--- config.mk ---
export PLATFORM = sky130hd
export DESIGN_NAME = spi_status_guard
export DESIGN_NICKNAME = d
export VERILOG_FILES = /design/src/rtl/spi_status_guard.sv
export SDC_FILE = /design/constraint.sdc
export NUM_CORES = 1
export LEC_CHECK = 0
export BUFFER_PORTS_ARGS = -buffer_cell sky130_fd_sc_hd__buf_2
export CAP_MARGIN = 20
export CORE_MARGIN = 3
export CORE_UTILIZATION = 51
export DETAILED_ROUTE_END_ITERATION = 16
export HOLD_SLACK_MARGIN = 0.03
export PLACE_DENSITY = 0.75
export SYNTH_ARGS = -nofsm -noshare
export SYNTH_HDL_FRONTEND = slang
export SYNTH_SLANG_ARGS = --single-unit
--- constraint.sdc ---
create_clock -name clk -period 1.9 [get_ports clk]
set_clock_uncertainty 0.15 [all_clocks]
set_input_delay 0.285 -clock clk [delete_from_list [all_inputs] [get_ports clk]]
set_output_delay 0.285 -clock clk [all_outputs]
set_load 0.05 [all_outputs]
--- src/rtl/spi_status_guard.sv ---
module spi_status_guard #(
  parameter int SYNC_STAGES = 2,
  parameter logic [7:0] OP_WREN = 8'h06,
  parameter logic [7:0] OP_EWSR = 8'h50,
  parameter logic [7:0] OP_WRSR = 8'h01
) (
  input  logic       clk,
  input  logic       rst_n,
  input  logic       spi_sck,
  input  logic       spi_cs_n,
  input  logic       spi_mosi,
  input  logic       wp_n,
  output logic [7:0] status_o
);
  localparam int CW   = 5;
  localparam int LAST = SYNC_STAGES - 1;
  localparam logic [CW-1:0] SAT = CW'(17);

  logic [SYNC_STAGES:0]   sck_p, cs_p, si_p;
  logic [SYNC_STAGES-1:0] wp_p;
  logic [CW-1:0] cnt;
  logic [7:0]    sh, op;
  logic          wel, lock;
  logic [3:0]    bp;

  wire sck_rise = sck_p[LAST] & ~sck_p[SYNC_STAGES];
  wire cs_high  = cs_p[LAST];
  wire cs_rise  = cs_p[LAST] & ~cs_p[SYNC_STAGES];
  wire si_now   = si_p[LAST];
  wire wp_now   = wp_p[LAST];
  wire is_en    = (cnt == CW'(8)) && (op == OP_WREN || op == OP_EWSR);
  wire is_wrsr  = (cnt >= CW'(8)) && (op == OP_WRSR);
  wire take     = is_wrsr && (cnt == CW'(16)) && wel && (wp_now || !lock);

  always_ff @(posedge clk or negedge rst_n) begin
    if (!rst_n) begin
      sck_p <= '0;
      cs_p  <= '1;
      si_p  <= '0;
      wp_p  <= '1;
    end else begin
      sck_p <= {sck_p[SYNC_STAGES-1:0], spi_sck};
      cs_p  <= {cs_p[SYNC_STAGES-1:0], spi_cs_n};
      si_p  <= {si_p[SYNC_STAGES-1:0], spi_mosi};
      wp_p  <= {wp_p[SYNC_STAGES-2:0], wp_n};
    end
  end

  always_ff @(posedge clk or negedge rst_n) begin
    if (!rst_n) begin
      cnt <= '0;
      sh  <= '0;
      op  <= '0;
    end else if (cs_high) begin
      cnt <= '0;
    end else if (sck_rise) begin
      sh <= {sh[6:0], si_now};
      if (cnt == CW'(7)) op <= {sh[6:0], si_now};
      if (cnt != SAT) cnt <= cnt + CW'(1);
    end
  end

  always_ff @(posedge clk or negedge rst_n) begin
    if (!rst_n) begin
      wel  <= 1'b0;
      lock <= 1'b0;
      bp   <= '0;
    end else if (cs_rise) begin
      if (is_en) wel <= 1'b1;
      if (is_wrsr) wel <= 1'b0;
      if (take) begin
        lock <= sh[7];
        bp   <= sh[5:2];
      end
    end
  end

  assign status_o = {lock, 1'b0, bp, wel, 1'b0};

  p_hold_between_frames_r9: assert property (@(posedge clk) disable iff (!rst_n)
    !cs_rise |=> $stable(status_o))
    else $error("status changed without select rise");

  p_locked_refused_r5: assert property (@(posedge clk) disable iff (!rst_n)
    (cs_rise && !wp_now && lock) |=> $stable({status_o[7], status_o[5:2]}))
    else $error("locked status was written");

  p_need_latch_r4: assert property (@(posedge clk) disable iff (!rst_n)
    (cs_rise && !wel) |=> $stable({status_o[7], status_o[5:2]}))
    else $error("write without enable latch");

  p_short_frame_r8: assert property (@(posedge clk) disable iff (!rst_n)
    (cs_rise && cnt != CW'(16)) |=> $stable({status_o[7], status_o[5:2]}))
    else $error("short frame changed protect bits");

  p_latch_cleared_r7: assert property (@(posedge clk) disable iff (!rst_n)
    (cs_rise && is_wrsr) |=> !status_o[1])
    else $error("latch survived write-status frame");

  p_lock_sticky_r6: assert property (@(posedge clk) disable iff (!rst_n)
    (!wp_now && status_o[7]) |=> status_o[7])
    else $error("lock cleared while protected");
endmodule

==> metrics, run 1 <==
H-tree levels 2; Sequential Power Share 0.578; Post-Synthesis Cells 106; HP Start sck_p[0]; worst hold endpoint sck_p[1]; worst vdd ir 0.5576 mV; share of cells above drive strength 1 0.4701; area delta synth->final 19.61%; Reg clk slew, reported paths 0.11 ns; post-DR wirelength/cell 13.88 um; hold path depth 0; first-pass GRT wire length 4105 um; top cell type's share of synthesized area 0.5250; WP data required 1.98 ns; Worst R2R End lock; clock power share 0.330; mapped cell area 0.001525 mm^2; Initial DRC Count 40; FF+latch count, synth 37; initial antenna violation count 0; I/O pin total 14; worst setup path start op[5]; # setup viols final 0; fillcell total 206; std cell rows 19; All-Layer GR Usage 0.1569; Synth cell types 29; pins over their slew limit 0; Crit Path Max Fanout 5; vias in the first global route 906; CP endpoint kind flip-flop; P_int 1241 uW; Hold Path Class flip-flop to flip-flop; vias per cell 5.436; root buf cell clkbuf_4; Worst R2R Setup Slack 0.10 ns; Comb pwr share 0.091; fin crit share 0.9464; Yosys warning total 0; FMAX 0.5561 GHz; Compound-Gate Fraction of Synth Area 0.02133; Core ar. 0.002805 mm^2; Antenna Cells 0; IO Port Bufs 11; Worst Path Arrival 1.88 ns; Initial Util 0.5437; sw frac 0.2354; fin nets 142; clk buf depth 2; RR Startpoint op[5]; placed instance count 149; mean post-synth cell area 14.39 um^2; CTS tree built; die height 60.69 um; Num CTS Buffers 5; clk sink count 37; Leak Pwr 0.0008658 uW; drt drc 0; PD cells 889.5 mW/mm^2; non-filler cells, final 165; RSZ-0062 raised after global routing false; mux cell area share after synthesis 0.1550; gpl congestion 0.9072; Synth Area in XOR/XNOR 0.02297; Detailed Routing Iterations Pass 1 4; Simple-Gate Fraction of Synth Area 0.1304; pre-CTS WS -0.1047 ns; cells on worst reg2reg path 5; worst setup margin 0.1019 ns; Final Hold Viols 0; Congestion Overflow GR 0; outcome finished, final reports clean; Post-DRT Antenna Nets 0; largest net degree at the start of global routing 38; Sw Pwr 381.9 uW; max-cap viol count 0; Die W 60.69 um; Area contributors post-synth dfrtp_1, mux2_2, dfstp_2, buf_4, ha_1; crit start category flip-flop; adder-cell share of the synthesized area 0.02461; crit path time final 1.798 ns; combinational family with the most area after synthesis multiplexers; clock latency at the later pin of the worst-skew pair 0.34 ns; Vias 897; largest area contributor in the netlist dfrtp_1; Seq/Total Area, Yosys 0.6112; setup tns final 0 ns; hpwl dp 1555 um; crit path kind flip-flop to flip-flop; die area 0.003683 mm^2; WL final 2291 um
cells in the final DEF (no fill, tap or decap), types with 2 or more instances in the layout:
cell type      instances
inv_2                  2
mux2_2                16
buf_2                 11
xnor2_1                2
mux2_4                 5
xor2_1                 2
dfstp_2                5
clkbuf_4               5
nor2b_1                2
and2b_1                2
conb_1                 2
buf_4                  7
nand3_1                2
nor2_1                 7
nand4_1                2
a21oi_1                2
dlygate4sd3_1          5
dfrtp_1               32
ha_1                   2
worst max-delay path, stage by stage (launching register included):
cell     delay (ns)
dfrtp_1        0.40
nor4_2         0.24
nand2_1        0.15
nor4_4         0.28
buf_6          0.17
mux2_4         0.30
worst max path at each step:
stage / end / cells after the start
6_report: lock / 5
2_1_floorplan: bp[0] / 6
3_5_place_dp: bp[2] / 6
5_1_grt: lock / 5
3_3_place_gp: bp[1] / 6
4_1_cts: lock / 7
Yosys cell counts:
cell,number
dfrtp_1,32
mux2_2,21
nor2_1,7
buf_4,5
dfstp_2,5
ha_1,3
inv_1,3
nor2b_1,3
a21oi_1,2
and2b_1,2
nand3_1,2
nand4_1,2
xnor2_1,2
xor2_1,2
a31oi_1,1
and2_1,1
conb_1,1
nand2_1,1
nand3b_4,1
nand4_2,1
nand4bb_1,1
nor3_1,1
nor4_2,1
nor4_4,1
nor4bb_1,1
o2111ai_1,1
o21a_1,1
or2_2,1
or3_2,1
power groups by stage:
stage / logic [uW] / registers (uW) / clock network, uW
6_report: 148 / 939 / 536
5_1_grt: 163 / 954 / 585
4_1_cts: 150 / 939 / 550
3_5_place_dp: 130 / 953 / 0
3_3_place_gp: 123 / 951 / 0
2_1_floorplan: 95.6 / 931 / 0
logic make-up after synthesis:
group / Yosys count
adder cells (fa/ha/maj): 3
multiplexers: 21
buffers and inverters: 8
XOR/XNOR: 4
other: 1
AND/OR/NAND/NOR: 27
flip-flops: 37
AO/OA/AOI/OAI: 5
metal layers:
metal  GRT usage  up-vias  wire length (um)
met2      0.2351       17              1075
met5           0        -                 0
li1            -      420                 -
met4     0.08978        0                49
met1      0.2000      454              1071
met3     0.05106        6                94
what timing repair did:
item,in CTS,in global routing
gates cloned,0,0
hold buffers,5,0
setup endpoints to repair,5,5
gates resized for setup,13,0
buffers inserted,3,0
pin swaps,2,3
hold endpoints to repair,36,0
sequential cells by signal, summed over array words and instances, names as in the netlist:
register / count
cnt: 5
sck_p: 3
si_p: 2
lock: 1
sh: 8
wp_p: 2
op: 8
cs_p: 3
wel: 1
bp: 4
per-stage QoR:
step	power, uW	util	hold WS [ns]	area, um^2
floorplan	1026	-	-0.1606	1529
global placement	1074	0.5785	0.1827	1623
detailed placement	1082	0.5785	0.1865	1623
CTS	1639	0.6503	0.2137	1824
global route	1703	0.6503	0.2219	1824
finish	1623	0.6503	0.2104	1824
cell type report:
type	count	area (um^2)	share of cell area
multi-input combinational	62	593.1	0.3251
sequential	37	932.1	0.5110
tap	31	38.79	0.02126
clock inverter	2	38.79	0.02126
inverter	3	11.26	0.006173
clock buffer	6	41.29	0.02263
timing repair buffer	24	168.9	0.09259
No activity file was read; power rests on OpenSTA's default activity.
==> run 2, diff against run 1 <==
- CORE_UTILIZATION: 51 -> 54
- CTS_BUF_LIST: unset -> sky130_fd_sc_hd__clkbuf_2
- PLACE_DENSITY: 0.75 -> 0.78
==> metrics, run 2 (synthesis results as in run 1) <==
outcome finished, final reports clean; Worst Path Arrival 2.03 ns; Die W 59.15 um; commonest non-fill, non-tap cell in the layout dfrtp_1; max-cap viol count 0; Max stage delay on crit path 0.44 ns; initial antenna violation count 0; IO Port Bufs 11; root buf cell clkbuf_2; worst vdd ir 0.6593 mV; WL final 2536 um; Congestion Overflow GR 0; largest net degree at the start of global routing 38; H-tree levels 2; Vias 875; CP endpoint kind flip-flop; non-filler cells, final 163; fin nets 141; drt drc 0; clock latency at the later pin of the worst-skew pair 0.40 ns; Crit Path Max Fanout 3; crit path time final 1.859 ns; All-Layer GR Usage 0.1625; crit path buf inv count 1; Num CTS Buffers 5; CTS tree built; PD cells 820.1 mW/mm^2; clk buf depth 2; die height 59.15 um; crit start category flip-flop; std cell rows 18; crit path cell chain nor4_2, nand2_1, nor4_4, buf_4, mux2_2; Final Hold Viols 0; first-pass GRT wire length 4036 um; Antenna Cells 0; placed instance count 146; pins over their slew limit 0; RSZ-0062 raised after global routing true; Placed Area 0.001619 mm^2; fin crit share 0.9782; vias per cell 5.368; Slowest-stage cell, CP dfrtp_1; crit path kind flip-flop to flip-flop; Initial DRC Count 32; Hold Path Class primary input to async pin; Hold WS 0.1871 ns; clk sink count 37; Final Cell Area 0.001773 mm^2; die area 0.003498 mm^2; crit-path leading delay family simple AND/OR/NAND/NOR gates; Leak Pwr 0.0008456 uW; most frequent cells in the layout dfrtp_1, mux2_2, buf_2; vias in the first global route 901; hpwl dp 1593 um; post-DR wirelength/cell 15.56 um; Initial Util 0.5889; share of cells above drive strength 1 0.4586; top flop regs op (8), sh (8), cnt (5); WP data required 2.07 ns; # setup viols final 0; Final Power 1454 uW; Post-DRT Antenna Nets 0; I/O pin total 14; Reg clk slew, reported paths 0.20 ns; area delta synth->final 16.24%; gpl congestion 0.7416; Detailed Routing Iterations Pass 1 4; FMAX 0.5380 GHz; Core ar. 0.002590 mm^2
-- run 2: where the power goes --
part | switching, uW | internal [uW]
Combinational | 58.1 | 86.5
Sequential | 71.3 | 874
Clock | 269 | 95.1
Total | 399 | 1060
-- run 2: final timing paths --
check | start | endpoint | slack, ns | depth (start not counted)
max | op[5] | bp[2] | 0.04 | 5
min | rst_n | op[2] | 0.19 | 3
max reg2reg | op[5] | bp[2] | 0.04 | 5
min reg2reg | wp_p[0] | wp_p[1] | 0.22 | 0
max in group asynchronous | rst_n | wp_p[0] | 1.16 | 3
min in group clk | wp_p[0] | wp_p[1] | 0.22 | 0
-- run 2: through the flow --
| step | utilization | setup WS [ns] | TNS (ns) |
|---|---|---|---|
| floorplan | - | 0.08677 | 0 |
| global placement | 0.6251 | -0.02553 | -0.1243 |
| detailed placement | 0.6251 | -0.09937 | -0.4545 |
| CTS | 0.6787 | -0.001916 | -0.001916 |
| global route | 0.6845 | -0.07471 | -0.2730 |
| finish | 0.6845 | 0.04138 | 0 |
-- run 2: worst reg2reg max path: cells and delay by family, from the launching register on --
| family | cells | cell delay [ns] |
|---|---|---|
| buffers and inverters | 1 | 0.19 |
| muxes | 1 | 0.32 |
| DFF | 1 | 0.44 |
| and+or+nand+nor | 3 | 0.68 |
-- run 2: final cells by class --
| type | instances | area [um^2] |
|---|---|---|
| clock buffers | 6 | 30.03 |
| clock inverters | 2 | 15.01 |
| fillers | 200 | 817.0 |
| inverters | 3 | 11.26 |
| multi-input cells | 62 | 576.8 |
| flip-flops and latches | 37 | 932.1 |
| well taps | 30 | 37.54 |
| repair buffers | 23 | 170.2 |
-- run 2: routing by layer --
| metal | GRT usage | routed length (um) |
|---|---|---|
| met5 | 0 | 0 |
| met4 | 0.06796 | 42 |
| met3 | 0.07190 | 121 |
| met2 | 0.2492 | 1192 |
| met1 | 0.2000 | 1179 |
-- run 2: what timing repair did --
item                       CTS  global route
setup buffers                4             0
hold buffers                 5             0
resized for setup            4             4
cloned                       0             0
pin swaps                    2             3
setup endpoints to repair    5             5
hold endpoints to repair    41             0
==> run 3, diff against run 2 <==
- PLACE_DENSITY: 0.78 -> 0.8
==> metrics, run 3 (synthesis results as in run 1) <==
fin nets 146; fillcell total 187; crit path cell chain inv_1, ha_1, nor2b_4, o2111ai_2, nor4_4, buf_4, mux2_2; setup tns final 0 ns; area of the multi-input gates 565.5 um^2; Sequential Area 932.1 um^2; FMAX 0.5384 GHz; worst setup path start cnt[1]; outcome finished, final reports clean; Max stage delay on crit path 0.43 ns; root buf cell clkbuf_2; WL final 2401 um; All-Layer GR Usage 0.1704; crit start category flip-flop; post-DR wirelength/cell 14.29 um; Num CTS Buffers 5; Congestion Overflow GR 0; HP Start cs_p[0]; Post-DRT Antenna Nets 0; most frequent cells in the layout dfrtp_1, mux2_2, buf_4; initial antenna violation count 0; # setup viols final 0; vias in the first global route 1,013; Worst Path Arrival 1.98 ns; Slowest-stage cell, CP dfrtp_1; Core ar. 0.002590 mm^2; fin crit share 0.9775; die area 0.003498 mm^2; WP data required 2.02 ns; PD cells 806.7 mW/mm^2; share of cells above drive strength 1 0.4710; Reg clk slew, reported paths 0.20 ns; crit path buf inv count 2; vias per cell 5.476; largest net degree at the start of global routing 38; crit-path leading delay family flip-flops; CTS tree built; RSZ-0062 raised after global routing true; Die W 59.15 um; Antenna Cells 0; commonest non-fill, non-tap cell in the layout dfrtp_1; die height 59.15 um; H-tree levels 2; worst vdd ir 0.6856 mV; max-cap viol count 0; Placed Area 0.001652 mm^2; Final Power 1441 uW; top flop regs op (8), sh (8), cnt (5); area delta synth->final 17.14%; clock latency at the later pin of the worst-skew pair 0.37 ns; Leak Pwr 0.0008626 uW; IO Port Bufs 11; CP endpoint kind flip-flop; RR Startpoint cnt[1]; crit path kind flip-flop to flip-flop; Final Hold Viols 0; first-pass GRT wire length 4340 um; gpl congestion 0.7914; Initial Util 0.5889; hpwl dp 1628 um; I/O pin total 14; Hold Path Class flip-flop to flip-flop; Vias 920; crit path time final 1.857 ns; std cell rows 18; pins over their slew limit 0; clk buf depth 2; drt drc 0; Crit Path Max Fanout 5; Worst R2R Setup Slack 0.04 ns; Final Cell Area 0.001787 mm^2; clk sink count 37; Detailed Routing Iterations Pass 1 4; Initial DRC Count 20
run 3: cell types whose count changed in the layout (fill, tap and decap cells not counted), sizes merged:
cell  change
buf       +5
run 3: worst register-to-register path: stages (launching register included):
cell       delay, ns
dfrtp_1         0.43
inv_1           0.08
ha_1            0.14
nor2b_4         0.15
o2111ai_2       0.12
nor4_4          0.15
buf_4           0.19
mux2_2          0.33
run 3: where the power goes:
group / switching (uW) / internal [uW] / total [uW]
Sequential: 61.2 / 874 / 935
Combinational: 61.1 / 88.1 / 149
Clock: 262 / 95.4 / 357
Total: 384 / 1060 / 1440
run 3: what timing repair did:
item                                    in CTS  in global routing
pin swaps                                    2                  3
gates resized for setup                      3                  1
buffers inserted                             2                  1
hold buffers                                 5                  0
hold endpoints to repair                    36                  0
endpoints found under the setup margin       5                  5
run 3: cell type report:
type / count / share of cell area
multi-input cells: 62 / 0.3165
well taps: 30 / 0.02101
flip-flops and latches: 37 / 0.5217
clock buffers: 6 / 0.01681
repair buffers: 28 / 0.1092
inverters: 3 / 0.006303
clock inverters: 2 / 0.008403
run 3: worst paths after layout:
check / to / cells after the start
worst max-delay path: bp[3] / 7
worst min-delay path: cs_p[1] / 0
worst max register to register: bp[3] / 7
worst min register to register: cs_p[1] / 0
max in group asynchronous: cs_p[2] / 3
min in group asynchronous: cnt[1] / 3
run 3: stage by stage:
stage | instances | util | worst slack (ns) | hold slack (ns)
after floorplan | 107 | - | 0.08677 | -0.1606
after CTS | 167 | 0.6855 | 0.0004259 | 0.2230
final | 168 | 0.6899 | 0.04277 | 0.2210
after global placement | 152 | 0.6377 | -0.005642 | 0.1835
after global routing | 168 | 0.6899 | -0.05221 | 0.2307
after detailed placement | 152 | 0.6377 | -0.05475 | 0.1969
run 3: routing by layer:
metal / wire length, um / track usage / vias up
met3: 100 / 0.06318 / 5
met4: 32 / 0.08091 / 0
li1: - / - / 424
met5: 0 / 0 / -
met2: 1191 / 0.2792 / 24
met1: 1076 / 0.1974 / 467
